<file path="config.mk">
export PLATFORM = sky130hd
export DESIGN_NAME = conv_sequencer
export DESIGN_NICKNAME = d
export VERILOG_FILES = /design/src/rtl/seq_pkg.sv /design/src/rtl/seq_rr_next.sv /design/src/rtl/seq_result.sv /design/src/rtl/seq_ctrl.sv /design/src/rtl/conv_sequencer.sv
export SDC_FILE = /design/constraint.sdc
export NUM_CORES = 1
export LEC_CHECK = 0
export CORE_ASPECT_RATIO = 0.6
export CORE_MARGIN = 2
export CORE_UTILIZATION = 40
export CTS_CLUSTER_SIZE = 25
export DETAILED_ROUTE_END_ITERATION = 10
export HOLD_SLACK_MARGIN = 0.02
export PLACE_DENSITY = 0.88
export SETUP_SLACK_MARGIN = 0.02
export SYNTH_ARGS = -nofsm -noshare
export SYNTH_HDL_FRONTEND = slang
export SYNTH_SLANG_ARGS = --single-unit
</file>
<file path="constraint.sdc">
create_clock -name clk -period 1.9 [get_ports clk]
set_input_delay 0.57 -clock clk [delete_from_list [all_inputs] [get_ports clk]]
set_output_delay 0.57 -clock clk [all_outputs]
set_load 0.1 [all_outputs]
</file>
<file path="src/rtl/seq_pkg.sv">
package seq_pkg;
  localparam int unsigned DEF_NUM_CH = 5;
  localparam int unsigned DEF_CH_W   = 3;
  localparam int unsigned DEF_RES_W  = 12;

  typedef enum logic {
    ST_IDLE = 1'b0,
    ST_BUSY = 1'b1
  } conv_state_e;
endpackage

</file>
<file path="src/rtl/seq_rr_next.sv">
module seq_rr_next #(
  parameter int unsigned NUM_CH = seq_pkg::DEF_NUM_CH,
  parameter int unsigned CH_W   = seq_pkg::DEF_CH_W
) (
  input  logic [CH_W-1:0]   cur,
  input  logic [NUM_CH-1:0] mask,
  output logic [CH_W-1:0]   nxt
);
  logic [CH_W-1:0] hi_pick;
  logic [CH_W-1:0] lo_pick;
  logic            hi_found;

  // Scan from the top down so the last hit is the lowest index.
  always_comb begin
    hi_pick  = '0;
    lo_pick  = '0;
    hi_found = 1'b0;
    for (int i = NUM_CH - 1; i >= 0; i--) begin
      if (mask[i]) begin
        lo_pick = CH_W'(i);
        if (i > int'(cur)) begin
          hi_pick  = CH_W'(i);
          hi_found = 1'b1;
        end
      end
    end
    if (mask == '0)    nxt = cur;
    else if (hi_found) nxt = hi_pick;
    else               nxt = lo_pick;
  end
endmodule

</file>
<file path="src/rtl/seq_result.sv">
module seq_result #(
  parameter int unsigned RES_W = seq_pkg::DEF_RES_W
) (
  input  logic             clk,
  input  logic             rst,
  input  logic             done_ok,
  input  logic [RES_W-1:0] data,
  input  logic             err,
  input  logic             clr_sticky,
  output logic [RES_W-1:0] result_q,
  output logic             err_q,
  output logic             sticky_q
);
  always_ff @(posedge clk) begin
    if (rst) begin
      result_q <= '0;
      err_q    <= 1'b0;
      sticky_q <= 1'b0;
    end else begin
      if (done_ok) begin
        result_q <= data;
        err_q    <= err;
      end
      // A new error wins over a clear in the same cycle.
      if (done_ok && err)  sticky_q <= 1'b1;
      else if (clr_sticky) sticky_q <= 1'b0;
    end
  end
endmodule

</file>
<file path="src/rtl/seq_ctrl.sv">
module seq_ctrl #(
  parameter int unsigned NUM_CH = seq_pkg::DEF_NUM_CH,
  parameter int unsigned CH_W   = seq_pkg::DEF_CH_W
) (
  input  logic              clk,
  input  logic              rst,
  input  logic              cfg_wr,
  input  logic              cfg_enable,
  input  logic              cfg_single,
  input  logic              cfg_cont,
  input  logic [CH_W-1:0]   cfg_chan,
  input  logic [NUM_CH-1:0] cfg_mask,
  input  logic              pace_tick,
  input  logic              conv_done,
  input  logic [CH_W-1:0]   adv_chan,
  output logic              done_ok,
  output logic              en_q,
  output logic              cont_q,
  output logic [NUM_CH-1:0] mask_q,
  output logic [CH_W-1:0]   chan_q,
  output logic              ready_q,
  output logic              start_q,
  output logic [CH_W-1:0]   conv_chan_q
);
  import seq_pkg::*;

  conv_state_e       state_q, state_n;
  logic              en_n, cont_n, launch;
  logic [NUM_CH-1:0] mask_n;
  logic [CH_W-1:0]   chan_n;

  always_comb begin
    en_n    = cfg_wr ? cfg_enable : en_q;
    cont_n  = cfg_wr ? cfg_cont   : cont_q;
    mask_n  = cfg_wr ? cfg_mask   : mask_q;
    done_ok = conv_done && (state_q == ST_BUSY);
    if (cfg_wr)       chan_n = cfg_chan;
    else if (done_ok) chan_n = adv_chan;
    else              chan_n = chan_q;
    launch  = (state_q == ST_IDLE) && en_n &&
              ((cfg_wr && cfg_single) || (cont_n && pace_tick));
    if (launch)       state_n = ST_BUSY;
    else if (done_ok) state_n = ST_IDLE;
    else              state_n = state_q;
  end

  always_ff @(posedge clk) begin
    if (rst) begin
      state_q     <= ST_IDLE;
      en_q        <= 1'b0;
      cont_q      <= 1'b0;
      mask_q      <= '0;
      chan_q      <= '0;
      ready_q     <= 1'b0;
      start_q     <= 1'b0;
      conv_chan_q <= '0;
    end else begin
      state_q <= state_n;
      en_q    <= en_n;
      cont_q  <= cont_n;
      mask_q  <= mask_n;
      chan_q  <= chan_n;
      ready_q <= en_n && (state_n == ST_IDLE);
      start_q <= launch;
      if (launch) conv_chan_q <= chan_n;
    end
  end
endmodule

</file>
<file path="src/rtl/conv_sequencer.sv">
module conv_sequencer #(
  parameter int unsigned NUM_CH = seq_pkg::DEF_NUM_CH,
  parameter int unsigned CH_W   = seq_pkg::DEF_CH_W,
  parameter int unsigned RES_W  = seq_pkg::DEF_RES_W
) (
  input  logic              clk,
  input  logic              rst,
  input  logic              cfg_wr,
  input  logic              cfg_enable,
  input  logic              cfg_single,
  input  logic              cfg_cont,
  input  logic [CH_W-1:0]   cfg_chan,
  input  logic [NUM_CH-1:0] cfg_mask,
  input  logic              cfg_clr_sticky,
  input  logic              pace_tick,
  input  logic              conv_done,
  input  logic [RES_W-1:0]  conv_data,
  input  logic              conv_err,
  output logic              conv_start,
  output logic [CH_W-1:0]   conv_chan,
  output logic              st_enable,
  output logic              st_cont,
  output logic [CH_W-1:0]   st_chan,
  output logic [NUM_CH-1:0] st_mask,
  output logic              st_ready,
  output logic              st_err,
  output logic              st_err_sticky,
  output logic [RES_W-1:0]  st_result
);
  logic [CH_W-1:0] adv_chan;
  logic            done_ok;

  seq_rr_next #(.NUM_CH(NUM_CH), .CH_W(CH_W)) i_rr (
    .cur  (st_chan),
    .mask (st_mask),
    .nxt  (adv_chan)
  );

  seq_ctrl #(.NUM_CH(NUM_CH), .CH_W(CH_W)) i_ctrl (
    .clk         (clk),
    .rst         (rst),
    .cfg_wr      (cfg_wr),
    .cfg_enable  (cfg_enable),
    .cfg_single  (cfg_single),
    .cfg_cont    (cfg_cont),
    .cfg_chan    (cfg_chan),
    .cfg_mask    (cfg_mask),
    .pace_tick   (pace_tick),
    .conv_done   (conv_done),
    .adv_chan    (adv_chan),
    .done_ok     (done_ok),
    .en_q        (st_enable),
    .cont_q      (st_cont),
    .mask_q      (st_mask),
    .chan_q      (st_chan),
    .ready_q     (st_ready),
    .start_q     (conv_start),
    .conv_chan_q (conv_chan)
  );

  seq_result #(.RES_W(RES_W)) i_res (
    .clk        (clk),
    .rst        (rst),
    .done_ok    (done_ok),
    .data       (conv_data),
    .err        (conv_err),
    .clr_sticky (cfg_wr && cfg_clr_sticky),
    .result_q   (st_result),
    .err_q      (st_err),
    .sticky_q   (st_err_sticky)
  );
endmodule

</file>
==> impl_metrics.toml <==
[routing]
vias = 1306
top_layer = "met4"
vias_per_cell = 5.12
ant_nets = 0
route.met2.wl_um = 1870
wl_met1_um = 1560
drt_iter0_drc = 61
wl_per_cell_um = 14.9
totalWireLength_um = 3810
drcViolationCount = 0
drtPass1Iterations = 4
wl_met3_um = 334

[cts]
clk_pin_slew_worst_paths_ns = 0.06
clkLatencyLatePin_ns = 0.27
numCtsBuffers = 5
cts_root_buf = "clkbuf_8"
cts_buffer_depth = 2
cts_max_level = 2
cts_tree = "built"
postCtsHoldBufs = 0
cts.repair.resized = 0
cts_setup_buffers = 0
clock_sink_count = 30

[grt]
grt_pass1_wl_um = 6110
grt_max_degree = 15
grt_pass1_vias = 1248
grt_antenna_before_repair = 0
grt_usage_pct = 22.4
grt_overflow = 0

[final_layout]
layout.filler_cells = 191
layout.nets = 244
layout-drive-gt1-share_pct = 30.5
final_area_mm2 = 0.00233
antennaDiodeCount = 0
seqCellArea_um2 = 612
area_growth_pct = 85.1
multi_input_area_um2 = 616

[worst_setup_path]
cp_data_arrival_time_ns = 1.95
worstSetupStartpointType = "input port"
rr_startpoint = "i_ctrl.mask_q[1]"
required_ns = 2.05
critPathCaptureType = "flip-flop"
crit_type = "in2reg"
critPathMaxFanout = 4
setup.worst_path.start = "conv_done"

[die]
dieArea_mm2 = 0.00363
initial_core_util_pct = 43.1
die_h_um = 47.5
ios = 59
fp.dieW_um = 76.5
num_rows = 15
core-area_mm2 = 0.00293

[sta]
finalHoldViolCount = 0
final.period_utilization_pct = 94.7
whs_ns = 0.495
worstMarginPinSlew_ns = 0.415
setup_viol = 0
fin_tns_setup_ns = 0
fmax_ghz = 0.556
finalCriticalPeriod_ns = 1.80
slew_violations = 0
skew_ns = 0.00488
rsz0062_at_grt = "false"
max_slew_margin_pct = 72.1

[placed_design]
gp_congestion = 0.870
dpl.hpwl_um = 2970
io_buffers = 58
dpl_cell_area_mm2 = 0.00225

[power]
finalPower_mw = 1.66
power_density_mw_per_mm2 = 712
irDropWorstVdd_v = 0.000628
power_leakage_nw = 0.913

[synth]
ys_seq_elements = 30
synth.avg_cell_area_um2 = 8.70
synth_top_area_share_pct = 47.6
synth_cell_type_count = 31
synth_cells = 145
synth_area_leader_cell = "dfxtp_1"
async_flop_share_pct = 0
synth_nets = 175
netlist_area_mm2 = 0.00126
synth_common_cells = "nand2_1 (31), dfxtp_1 (30), a21oi_1 (20)"
post_synth_main_area_contributors = "dfxtp_1 (48%), nand2_1 (9.2%), a21oi_1 (7.9%), mux2i_1 (5.6%), nor2_1 (3.9%)"
synth_edf_count = 0
yosys_warnings = 0
yosys_most_used_dff = "dfxtp_1"
yosysMostFrequentCell = "nand2_1"
yosysSeqAreaShare_pct = 47.6

[run]
cap_viol_max_count = 0

[min_path]
hp-start = "i_res.result_q[9]"
hold_path.class = "reg2reg"

[run_status]
run_status = "completed"
[flip-flops by register name (all words and copies together), names as in the netlist]
name / count
i_ctrl.conv_chan_q: 3
i_ctrl.cont_q: 1
i_res.err_q: 1
i_ctrl.state_q: 1
i_res.sticky_q: 1
i_ctrl.mask_q: 5
i_res.result_q: 12
i_ctrl.chan_q: 3
i_ctrl.start_q: 1
i_ctrl.ready_q: 1
i_ctrl.en_q: 1
[path summary, 6_finish.rpt]
path / to / slack (ns) / depth (start not counted)
max: i_ctrl.chan_q[0] / 0.10 / 5
min: i_res.result_q[9] / 0.50 / 2
max reg2reg: i_ctrl.chan_q[0] / 0.30 / 5
min reg2reg: i_res.result_q[9] / 0.50 / 2
[cells by family after synthesis]
logic type | Yosys count | share of synthesized area (%)
AOI/OAI and AO/OA | 32 | 17.8
and+or+nand+nor | 65 | 25.5
muxes | 7 | 5.56
buffers and inverters | 11 | 3.57
DFF | 30 | 47.6
[stage by stage]
| stage | setup WS (ns) | instances | util, % |
|---|---|---|---|
| after floorplan | 0.0596 | 145 | - |
| after global placement | -0.142 | 249 | 76.9 |
| after detailed placement | -0.182 | 249 | 76.9 |
| after CTS | 0.102 | 255 | 79.7 |
| after global routing | 0.0345 | 255 | 79.7 |
| final | 0.101 | 255 | 79.7 |
[critical path: stages]
cell and delay [ns]:
clkdlybuf4s50_1 0.51, and2_1 0.22, o21ai_4 0.10, a2111oi_1 0.47
nor3b_2 0.08
[cell type report]
| type | count | share of cell area (%) |
|---|---|---|
| inverter | 3 | 0.482 |
| timing repair buffer | 70 | 41.2 |
| sequential | 30 | 26.2 |
| tap | 42 | 2.25 |
| clock buffer | 6 | 3.54 |
| multi-input combinational | 104 | 26.4 |
[power by group]
| group | internal [mW] | total (mW) | switching, mW | leakage, nW |
|---|---|---|---|---|
| Combinational | 0.201 | 0.470 | 0.268 | 0.622 |
| Clock | 0.278 | 0.494 | 0.216 | 0.0431 |
| Sequential | 0.658 | 0.697 | 0.0393 | 0.248 |
| Total | 1.14 | 1.66 | 0.524 | 0.913 |
[layout by cell type, fill, tap and decap left out, drive strengths merged]
master,instances
buf,41
nand2,31
dfxtp,30
clkdlybuf4s50,29
a21oi,21
nor2,14
mux2i,7
clkbuf,6
nor2b,5
nor3,5
nor3b,4
inv,3
o41ai,3
nand2b,2
o21ai,2
a22o,2
and2,1
a21boi,1
or4,1
a211oi,1
nand3b,1
and3,1
a221oi,1
a2111oi,1
[routing by layer]
layer  track usage, %  vias up
li1                 -      634
met1             24.7      597
met2             41.4       68
met3             9.25        7
met4             8.00        0
met5                0        -
(Power assumes the default switching activity.)
